<file path="config.mk">
export PLATFORM = sky130hd
export DESIGN_NAME = eprom_prog_seq
export DESIGN_NICKNAME = d
export VERILOG_FILES = /design/src/rtl/eprom_seq_pkg.sv /design/src/rtl/eprom_seq_timer.sv /design/src/rtl/eprom_seq_tries.sv /design/src/rtl/eprom_prog_seq.sv
export SDC_FILE = /design/constraint.sdc
export NUM_CORES = 1
export LEC_CHECK = 0
export ABC_AREA = 1
export ABC_CLOCK_PERIOD_IN_PS = 4000
export BUFFER_PORTS_ARGS = -buffer_cell sky130_fd_sc_hd__buf_4
export CAP_MARGIN = 20
export CORE_UTILIZATION = 55
export CTS_CLUSTER_DIAMETER = 80
export DETAILED_ROUTE_END_ITERATION = 8
export GPL_TIMING_DRIVEN = 0
export PLACE_DENSITY = 0.81
export SYNTH_ARGS = -nofsm -noshare
export SYNTH_HDL_FRONTEND = slang
export SYNTH_SLANG_ARGS = --single-unit
</file>
<file path="constraint.sdc">
create_clock -name clk -period 4 [get_ports clk]
set_clock_uncertainty 0.15 [all_clocks]
set_input_delay 0.4 -clock clk [delete_from_list [all_inputs] [get_ports clk]]
set_output_delay 0.4 -clock clk [all_outputs]
set_load 0.02 [all_outputs]
</file>
<file path="src/rtl/eprom_seq_pkg.sv">
package eprom_seq_pkg;

  typedef enum logic [3:0] {
    ST_IDLE,
    ST_SETUP,
    ST_PULSE,
    ST_HOLD,
    ST_TURN,
    ST_VERIFY,
    ST_REST,
    ST_SETTLE,
    ST_CHECK
  } seq_state_e;

  typedef enum logic [1:0] {
    SUP_NOM    = 2'b00,
    SUP_PROG   = 2'b01,
    SUP_CHK_HI = 2'b10,
    SUP_CHK_LO = 2'b11
  } supply_e;

  function automatic int ceil_div(input int num, input int den);
    return (num + den - 1) / den;
  endfunction

endpackage

</file>
<file path="src/rtl/eprom_seq_timer.sv">
module eprom_seq_timer #(
  parameter int W = 8
) (
  input  logic         clk,
  input  logic         rst_n,
  input  logic         load,
  input  logic [W-1:0] len,
  output logic         expired
);

  logic [W-1:0] cnt_q;
  logic [W-1:0] cnt_d;

  always_comb begin
    cnt_d = cnt_q;
    if (load) begin
      cnt_d = len - W'(1);
    end else if (cnt_q != '0) begin
      cnt_d = cnt_q - W'(1);
    end
  end

  always_ff @(posedge clk or negedge rst_n) begin
    if (!rst_n) begin
      cnt_q <= '0;
    end else begin
      cnt_q <= cnt_d;
    end
  end

  assign expired = (cnt_q == '0);

  AST_TMR_LEN_NONZERO: assert property (@(posedge clk) disable iff (!rst_n) load |-> (len != '0));

endmodule

</file>
<file path="src/rtl/eprom_seq_tries.sv">
module eprom_seq_tries #(
  parameter int MAX = 25
) (
  input  logic clk,
  input  logic rst_n,
  input  logic clr,
  input  logic inc,
  output logic last
);

  localparam int W = $clog2(MAX + 1);

  logic [W-1:0] cnt_q;
  logic [W-1:0] cnt_d;

  always_comb begin
    cnt_d = cnt_q;
    if (clr) begin
      cnt_d = '0;
    end else if (inc) begin
      cnt_d = cnt_q + W'(1);
    end
  end

  always_ff @(posedge clk or negedge rst_n) begin
    if (!rst_n) begin
      cnt_q <= '0;
    end else begin
      cnt_q <= cnt_d;
    end
  end

  assign last = (cnt_q == W'(MAX - 1));

  AST_TRIES_NO_OVERRUN: assert property (@(posedge clk) disable iff (!rst_n) inc |-> !last);
  AST_TRIES_CLR_INC_EXCL: assert property (@(posedge clk) disable iff (!rst_n) !(clr && inc));

endmodule

</file>
<file path="src/rtl/eprom_prog_seq.sv">
module eprom_prog_seq
  import eprom_seq_pkg::*;
#(
  parameter int CLK_HZ    = 50_000_000,
  parameter int ADDR_W    = 19,
  parameter int DATA_W    = 8,
  parameter int MAX_TRIES = 25
) (
  input  logic              clk,
  input  logic              rst_n,
  input  logic              start,
  input  logic [ADDR_W-1:0] start_addr,
  input  logic [ADDR_W-1:0] end_addr,
  output logic [ADDR_W-1:0] src_addr,
  input  logic [DATA_W-1:0] src_data,
  output logic [ADDR_W-1:0] rom_addr,
  output logic [DATA_W-1:0] rom_dq_out,
  output logic              rom_dq_oe,
  input  logic [DATA_W-1:0] rom_dq_in,
  output logic              rom_ce_n,
  output logic              rom_oe_n,
  output logic              vpp_hi,
  output logic [1:0]        vcc_sel,
  output logic              busy,
  output logic              done,
  output logic              fail,
  output logic [ADDR_W-1:0] fail_addr
);

  // Phase lengths in cycles
  localparam int PULSE_CYC = CLK_HZ / 10_000;                 // 100 us
  localparam int GAP_CYC   = ceil_div(CLK_HZ, 500_000);       // 2 us
  localparam int RD_CYC    = ceil_div(CLK_HZ, 10_000_000) + 1; // 100 ns access plus capture
  localparam int TW        = $clog2(PULSE_CYC + 1);
  localparam logic [TW-1:0] PULSE_LEN = TW'(PULSE_CYC);
  localparam logic [TW-1:0] GAP_LEN   = TW'(GAP_CYC);
  localparam logic [TW-1:0] RD_LEN    = TW'(RD_CYC);

  // Reset: asynchronous assert, synchronous release
  logic [1:0] rst_pipe;
  logic       rst_sn;

  always_ff @(posedge clk or negedge rst_n) begin
    if (!rst_n) begin
      rst_pipe <= 2'b00;
    end else begin
      rst_pipe <= {rst_pipe[0], 1'b1};
    end
  end
  assign rst_sn = rst_pipe[1];

  seq_state_e        st_q, st_d;
  logic [ADDR_W-1:0] addr_q, addr_d;
  logic [ADDR_W-1:0] first_q, first_d;
  logic [ADDR_W-1:0] last_q, last_d;
  logic              pass_q, pass_d;
  logic              fail_q, fail_d;
  logic [ADDR_W-1:0] faddr_q, faddr_d;
  logic              done_q, done_d;

  logic              tmr_load;
  logic [TW-1:0]     tmr_len;
  logic              tmr_exp;
  logic              tries_clr;
  logic              tries_inc;
  logic              tries_last;
  logic              byte_ok;
  logic              at_end;

  eprom_seq_timer #(.W(TW)) u_timer (
    .clk     (clk),
    .rst_n   (rst_sn),
    .load    (tmr_load),
    .len     (tmr_len),
    .expired (tmr_exp)
  );

  eprom_seq_tries #(.MAX(MAX_TRIES)) u_tries (
    .clk   (clk),
    .rst_n (rst_sn),
    .clr   (tries_clr),
    .inc   (tries_inc),
    .last  (tries_last)
  );

  assign byte_ok = (rom_dq_in == src_data);
  assign at_end  = (addr_q == last_q);

  // Next-state logic
  always_comb begin
    st_d      = st_q;
    addr_d    = addr_q;
    first_d   = first_q;
    last_d    = last_q;
    pass_d    = pass_q;
    fail_d    = fail_q;
    faddr_d   = faddr_q;
    done_d    = 1'b0;
    tmr_load  = 1'b0;
    tmr_len   = GAP_LEN;
    tries_clr = 1'b0;
    tries_inc = 1'b0;
    unique case (st_q)
      ST_IDLE: begin
        if (start) begin
          addr_d    = start_addr;
          first_d   = start_addr;
          last_d    = end_addr;
          pass_d    = 1'b0;
          fail_d    = 1'b0;
          tries_clr = 1'b1;
          tmr_load  = 1'b1;
          st_d      = ST_SETUP;
        end
      end
      ST_SETUP: begin
        if (tmr_exp) begin
          tmr_load = 1'b1;
          tmr_len  = PULSE_LEN;
          st_d     = ST_PULSE;
        end
      end
      ST_PULSE: begin
        if (tmr_exp) begin
          tmr_load = 1'b1;
          st_d     = ST_HOLD;
        end
      end
      ST_HOLD: begin
        if (tmr_exp) begin
          tmr_load = 1'b1;
          st_d     = ST_TURN;
        end
      end
      ST_TURN: begin
        if (tmr_exp) begin
          tmr_load = 1'b1;
          tmr_len  = RD_LEN;
          st_d     = ST_VERIFY;
        end
      end
      ST_VERIFY: begin
        if (tmr_exp) begin
          if (byte_ok) begin
            tries_clr = 1'b1;
            tmr_load  = 1'b1;
            if (at_end) begin
              addr_d = first_q;
              pass_d = 1'b0;
              st_d   = ST_SETTLE;
            end else begin
              addr_d = addr_q + ADDR_W'(1);
              st_d   = ST_REST;
            end
          end else if (tries_last) begin
            fail_d  = 1'b1;
            faddr_d = addr_q;
            st_d    = ST_IDLE;
          end else begin
            tries_inc = 1'b1;
            tmr_load  = 1'b1;
            st_d      = ST_REST;
          end
        end
      end
      ST_REST: begin
        if (tmr_exp) begin
          tmr_load = 1'b1;
          st_d     = ST_SETUP;
        end
      end
      ST_SETTLE: begin
        if (tmr_exp) begin
          tmr_load = 1'b1;
          tmr_len  = RD_LEN;
          st_d     = ST_CHECK;
        end
      end
      ST_CHECK: begin
        if (tmr_exp) begin
          if (!byte_ok) begin
            fail_d  = 1'b1;
            faddr_d = addr_q;
            st_d    = ST_IDLE;
          end else if (at_end) begin
            if (!pass_q) begin
              pass_d   = 1'b1;
              addr_d   = first_q;
              tmr_load = 1'b1;
              st_d     = ST_SETTLE;
            end else begin
              done_d = 1'b1;
              st_d   = ST_IDLE;
            end
          end else begin
            addr_d   = addr_q + ADDR_W'(1);
            tmr_load = 1'b1;
            tmr_len  = RD_LEN;
          end
        end
      end
      default: st_d = ST_IDLE;
    endcase
  end

  // State registers
  always_ff @(posedge clk or negedge rst_sn) begin
    if (!rst_sn) begin
      st_q    <= ST_IDLE;
      addr_q  <= '0;
      first_q <= '0;
      last_q  <= '0;
      pass_q  <= 1'b0;
      fail_q  <= 1'b0;
      faddr_q <= '0;
      done_q  <= 1'b0;
    end else begin
      st_q    <= st_d;
      addr_q  <= addr_d;
      first_q <= first_d;
      last_q  <= last_d;
      pass_q  <= pass_d;
      fail_q  <= fail_d;
      faddr_q <= faddr_d;
      done_q  <= done_d;
    end
  end

  // Pin decode from the registered state
  logic    prog_phase;
  supply_e sup;

  assign prog_phase = (st_q inside {ST_SETUP, ST_PULSE, ST_HOLD, ST_TURN, ST_VERIFY, ST_REST});

  always_comb begin
    if (prog_phase) begin
      sup = SUP_PROG;
    end else if (st_q inside {ST_SETTLE, ST_CHECK}) begin
      sup = pass_q ? SUP_CHK_LO : SUP_CHK_HI;
    end else begin
      sup = SUP_NOM;
    end
  end

  assign rom_ce_n   = !(st_q inside {ST_PULSE, ST_CHECK});
  assign rom_oe_n   = !(st_q inside {ST_VERIFY, ST_CHECK});
  assign rom_dq_oe  = (st_q inside {ST_SETUP, ST_PULSE, ST_HOLD});
  assign rom_dq_out = src_data;
  assign rom_addr   = addr_q;
  assign src_addr   = addr_q;
  assign vpp_hi     = prog_phase;
  assign vcc_sel    = sup;
  assign busy       = (st_q != ST_IDLE);
  assign done       = done_q;
  assign fail       = fail_q;
  assign fail_addr  = faddr_q;

  // Pulse-width observer for the checks below
  logic [TW:0] pw_q;
  always_ff @(posedge clk or negedge rst_sn) begin
    if (!rst_sn) begin
      pw_q <= '0;
    end else if (!rom_ce_n && vpp_hi) begin
      pw_q <= pw_q + (TW+1)'(1);
    end else begin
      pw_q <= '0;
    end
  end

  AST_NO_BUS_FIGHT: assert property (@(posedge clk) disable iff (!rst_sn) rom_dq_oe |-> rom_oe_n);
  AST_PULSE_SUPPLY: assert property (@(posedge clk) disable iff (!rst_sn) (!rom_ce_n && rom_dq_oe) |-> (vpp_hi && vcc_sel == SUP_PROG));
  AST_PULSE_OE_HIGH: assert property (@(posedge clk) disable iff (!rst_sn) (!rom_ce_n && vpp_hi) |-> (rom_oe_n && rom_dq_oe));
  AST_PULSE_WIDTH: assert property (@(posedge clk) disable iff (!rst_sn) (rom_ce_n && pw_q != '0) |-> (pw_q == (TW+1)'(PULSE_CYC)));
  AST_DONE_ONE_CYCLE: assert property (@(posedge clk) disable iff (!rst_sn) done |=> !done);
  AST_DONE_NOT_FAIL: assert property (@(posedge clk) disable iff (!rst_sn) done |-> !fail);
  AST_FAIL_ADDR_LATCH: assert property (@(posedge clk) disable iff (!rst_sn) $rose(fail) |-> (fail_addr == $past(rom_addr)));
  AST_CHECK_NO_VPP: assert property (@(posedge clk) disable iff (!rst_sn) (!rom_ce_n && !rom_oe_n) |-> !vpp_hi);

endmodule

</file>
==> impl_table.tex <==
\begin{tabular}{lr}
\hline
Metric & Value \\
\hline
\multicolumn{2}{l}{\textbf{Clocking}} \\
\quad H-tree level count & 3 \\
\quad Post-cts repair resize count & 0 \\
\quad CTS sink cnt & 103 \\
\quad TritonCTS clock tree & yes \\
\quad Post-CTS setup-driven buffer insertion count & 0 \\
\quad Max clock buf depth & 2 \\
\quad Clock-pin transition on the worst setup and hold timing paths & $\sim$0.1 ns \\
\quad Clock root buffer master & sky130\_fd\_sc\_hd\_\_clkbuf\_8 \\
\quad Num CTS Buffers & 9 \\
\quad Source-to-sink clock delay at the later pin of the worst-skew pair & between 0.3 and 0.4 ns \\
\multicolumn{2}{l}{\textbf{Route}} \\
\quad Wire length per cell after detailed routing & $\sim$15 µm \\
\quad Final routed wirelength across all metal layers & roughly 16 mm \\
\quad Detail-routed via count per cell & $\sim$5.5 \\
\quad Number of nets with antenna violations after detailed routing & 0 \\
\quad Number of iterations in the first detailed-routing pass & 6 \\
\quad 1st-iter DRT viols & approximately 320 \\
\quad Vias after detailed routing & 5671 \\
\quad DRC violation count after routing & 0 \\
\multicolumn{2}{l}{\textbf{STA}} \\
\quad Endpoints failing hold & 0 \\
\quad Worst setup margin & between 0.8 and 0.9 ns \\
\quad Slew Viols, Final & 0 \\
\quad Unrepaired setup endpoints after global routing & false \\
\quad Crit share post-route & 0.779 \\
\quad Final-layout worst hold slack & between 0.1 and 0.15 ns \\
\quad \# setup viols final & 0 \\
\quad Slew of the pin with the lowest slew margin & $\sim$0.66 ns \\
\quad Min Clock Period, post-route & 3.12 ns \\
\quad Headroom to the max-slew limit & 0.562 \\
\quad Fmax achieved & 0.321 GHz \\
\multicolumn{2}{l}{\textbf{Yosys}} \\
\quad Top-area cell type share of the netlist area & 0.437 \\
\quad Most common cell in the synthesized netlist & sky130\_fd\_sc\_hd\_\_nand2\_1 \\
\quad Largest area contributor in the synthesized netlist & sky130\_fd\_sc\_hd\_\_dfrtp\_1 \\
\quad Async set or reset register ratio after synthesis & 1.00 \\
\quad List of most frequent post-synthesis cells & sky130\_fd\_sc\_hd\_\_nand2\_1, sky130\_fd\_sc\_hd\_\_dfrtp\_1, sky130\_fd\_sc\_hd\_\_inv\_1 \\
\quad Number of synthesized register bits & about 100 \\
\quad Top cells by area in the synthesized netlist & sky130\_fd\_sc\_hd\_\_dfrtp\_1, sky130\_fd\_sc\_hd\_\_nand2\_1, sky130\_fd\_sc\_hd\_\_o21ai\_0 \\
\quad Post-synthesis sequential area ratio & 0.437 \\
\quad Post-Syn Instances & 751 \\
\quad Syn\_nets & about 810 \\
\quad Syn Std Cell Area & a little under 0.006 mm² \\
\quad Yosys warning total & 0 \\
\quad Most frequently used flop master after synthesis & sky130\_fd\_sc\_hd\_\_dfrtp\_1 \\
\quad Syn avg cell area & between 7 and 8 µm² \\
\quad Number of enable flip-flop cells after synthesis & 0 \\
\quad Number of distinct library cell variants in the gate-level netlist after synthesis & 42 \\
\multicolumn{2}{l}{\textbf{Setup path}} \\
\quad CP cell instances & inv\_1, nand2\_1, nand2\_1, nor2\_1, nand2\_1, nor2\_1, nand3\_1, clkbuf\_1, nand2\_1, nand2\_1, nand3\_1, o21ai\_2, inv\_1, ha\_1, inv\_1, nor2\_4, nand3\_2, nor2\_1, nor2\_1 \\
\quad Highest-delay cell along the critical path & sky130\_fd\_sc\_hd\_\_dfrtp\_1 \\
\quad Kind of start point of the critical path & flip-flop \\
\quad Top fanout value on the critical path & 10 \\
\quad CP arrival & between 3 and 4 ns \\
\quad Longest individual stage delay on the worst path & roughly 0.47 ns \\
\quad Required time of the critical path & just over 4 ns \\
\quad Crit Path Category & reg2reg \\
\quad Kind of end point of the critical path & flip-flop \\
\quad Cell type with the highest occurrence count on the critical path & sky130\_fd\_sc\_hd\_\_nand2\_1 \\
\multicolumn{2}{l}{\textbf{GRT}} \\
\quad Number of antenna violations at the first check in global routing & 0 \\
\quad Global-route usage over all layers & 0.294 \\
\quad Vias in the first global route & roughly 5400 \\
\quad Total grt overflow & 0 \\
\quad Global-route wire length before repair & approximately 26 mm \\
\quad Maximum number of pins on one net before global-route repair & 71 \\
\multicolumn{2}{l}{\textbf{Floorplan}} \\
\quad Area of the die & 0.0111 mm² \\
\quad \# IOs & $\sim$130 \\
\quad Area inside the core boundary & between 0.01 and 0.015 mm² \\
\quad Effective utilization at floorplan & 0.569 \\
\quad Height of the die & 106 µm \\
\quad Die outline width & between 100 and 150 µm \\
\quad Number of rows in the core area & 37 \\
\multicolumn{2}{l}{\textbf{Placement}} \\
\quad Placed instance count & 1018 \\
\quad HPWL Detailed & approximately 12 mm \\
\quad Placement Setup Slack & 1.01 ns \\
\quad Instance area at placement & 0.00707 mm² \\
\quad GP Congestion & 0.896 \\
\quad Quantity of I/O buffers inserted on ports & 130 \\
\multicolumn{2}{l}{\textbf{Power}} \\
\quad Clock share of power & 0.103 \\
\quad Relative contribution of combinational cells to total power & 0.574 \\
\quad Sequential cell fraction of total power & 0.324 \\
\quad Worst IR Drop VDD & between 0.4 and 0.5 mV \\
\quad P\_int & between 3 and 4 mW \\
\quad P per Cell Area & between 800 and 900 mW/mm² \\
\quad Leakage power figure & between 3 and 4 nW \\
\quad Switching pwr & around 2.8 mW \\
\quad Net switching share of the total power & 0.474 \\
\multicolumn{2}{l}{\textbf{Final layout}} \\
\quad Share of final-layout standard cells stronger than drive strength 1 & 0.259 \\
\quad Final non-filler cell area & a little over 0.007 mm² \\
\quad Number of diodes & 0 \\
\quad Number of standard cells in the layout, taps in and fillers out & roughly 1000 \\
\quad Area growth syn-to-layout & 23.1\% \\
\quad Final net count & about 960 \\
\quad Post-route core utilization & 0.700 \\
\multicolumn{2}{l}{\textbf{Flow run}} \\
\quad Max-cap violations & 0 \\
\multicolumn{2}{l}{\textbf{Min path}} \\
\quad Classification of the worst-slack hold path & in2reg \\
\multicolumn{2}{l}{\textbf{Status}} \\
\quad Result of the run & finished clean \\
\hline
\end{tabular}
-- flip-flops by register name, indices dropped and copies added (netlist names) --
name,count
fail_addr,19
first_q,19
last_q,19
rom_addr,19
u_timer.cnt_q,13
u_tries.cnt_q,5
st_q,4
rst_pipe,2
done,1
fail,1
pass_q,1
-- timing repair --
item,CTS,global route
hold buffers,1,0
setup endpoints to repair,0,0
endpoints found under the hold margin,2,0
-- per-stage QoR --
stage               TNS, ns  total power [mW]
floorplan                 0              4.16
global placement     -35.68              5.17
detailed placement        0              5.32
CTS                       0              5.92
global route              0              6.39
finish                    0              5.96
-- final timing paths --
kind | slack, ns | to | cells past startpoint | startpoint
worst max-delay path | 0.88 | u_timer.cnt_q[12]$_DFFE_PN0P_ | 19 | rom_addr[16]$_DFFE_PN0P_
worst min-delay path | 0.10 | last_q[2]$_DFFE_PN0P_ | 2 | end_addr[2]
worst max register to register | 0.88 | u_timer.cnt_q[12]$_DFFE_PN0P_ | 19 | rom_addr[16]$_DFFE_PN0P_
worst min register to register | 0.14 | fail_addr[3]$_DFFE_PN0P_ | 0 | rst_pipe[1]$_DFF_PN0_
max in group asynchronous | 2.87 | first_q[14]$_DFFE_PN0P_ | 1 | rst_pipe[1]$_DFF_PN0_
min in group asynchronous | 0.14 | fail_addr[3]$_DFFE_PN0P_ | 0 | rst_pipe[1]$_DFF_PN0_
-- worst max-delay path: cells and delay by family (launching register included) --
family | cells | cell delay, ns
AO/OA/AOI/OAI | 1 | 0.09
adder cells (fa/ha/maj) | 1 | 0.17
AND/OR/NAND/NOR | 13 | 1.55
buffers and inverters | 4 | 0.61
flip-flops | 1 | 0.47
-- cell families (layout without fill, tap and decap cells) --
group | after synthesis | in the layout | share of synthesized area
muxes | 14 | 14 | 0.0267
buffers and inverters | 141 | 289 | 0.110
and+or+nand+nor | 313 | 313 | 0.238
xor gates and xnor gates | 29 | 29 | 0.0431
adders and majority gates | 4 | 4 | 0.00849
AOI/OAI and AO/OA | 146 | 146 | 0.135
other | 1 | 1 | 0.000636
DFF | 103 | 103 | 0.437
-- layer usage --
| metal | vias to the layer above | track usage | wire [µm] |
|---|---|---|---|
| met2 | 295 | 0.500 | 7770 |
| met3 | 42 | 0.0476 | 1300 |
| met1 | 2664 | 0.370 | 6360 |
| met5 | - | 0 | 0 |
| li1 | 2670 | - | - |
| met4 | 0 | 0.128 | 471 |
-- cells in the final DEF, fill, tap and decap left out, types with 6 or more instances in the layout --
| cell type | n |
|---|---|
| sky130_fd_sc_hd__a21oi_1 | 38 |
| sky130_fd_sc_hd__buf_2 | 6 |
| sky130_fd_sc_hd__buf_4 | 158 |
| sky130_fd_sc_hd__clkbuf_1 | 13 |
| sky130_fd_sc_hd__clkbuf_8 | 10 |
| sky130_fd_sc_hd__dfrtp_1 | 102 |
| sky130_fd_sc_hd__inv_1 | 86 |
| sky130_fd_sc_hd__inv_2 | 6 |
| sky130_fd_sc_hd__mux2_2 | 14 |
| sky130_fd_sc_hd__nand2_1 | 168 |
| sky130_fd_sc_hd__nand3_1 | 30 |
| sky130_fd_sc_hd__nand4_1 | 7 |
| sky130_fd_sc_hd__nor2_1 | 71 |
| sky130_fd_sc_hd__nor3_1 | 9 |
| sky130_fd_sc_hd__o21ai_0 | 77 |
| sky130_fd_sc_hd__o22ai_1 | 8 |
| sky130_fd_sc_hd__xnor2_1 | 11 |
| sky130_fd_sc_hd__xor2_1 | 18 |
-- cell type report --
type	count	area [µm²]
Clock buffer	11	141
Multi-Input combinational cell	507	2670
Buffer	48	302
Fill cell	853	3110
Sequential cell	103	2580
Tap cell	136	170
Timing Repair Buffer	132	1010
Inverter	93	349
Clock inverter	5	33.8
-- power groups by stage --
| stage | registers [mW] | logic (mW) | clock network, mW |
|---|---|---|---|
| 2_1_floorplan | 2.08 | 2.08 | 0 |
| 3_3_place_gp | 1.92 | 3.26 | 0 |
| 3_5_place_dp | 1.93 | 3.38 | 0 |
| 4_1_cts | 1.91 | 3.40 | 0.614 |
| 5_1_grt | 1.98 | 3.75 | 0.653 |
| 6_report | 1.93 | 3.42 | 0.611 |
Note: power is estimated with default switching activity, not from simulation.
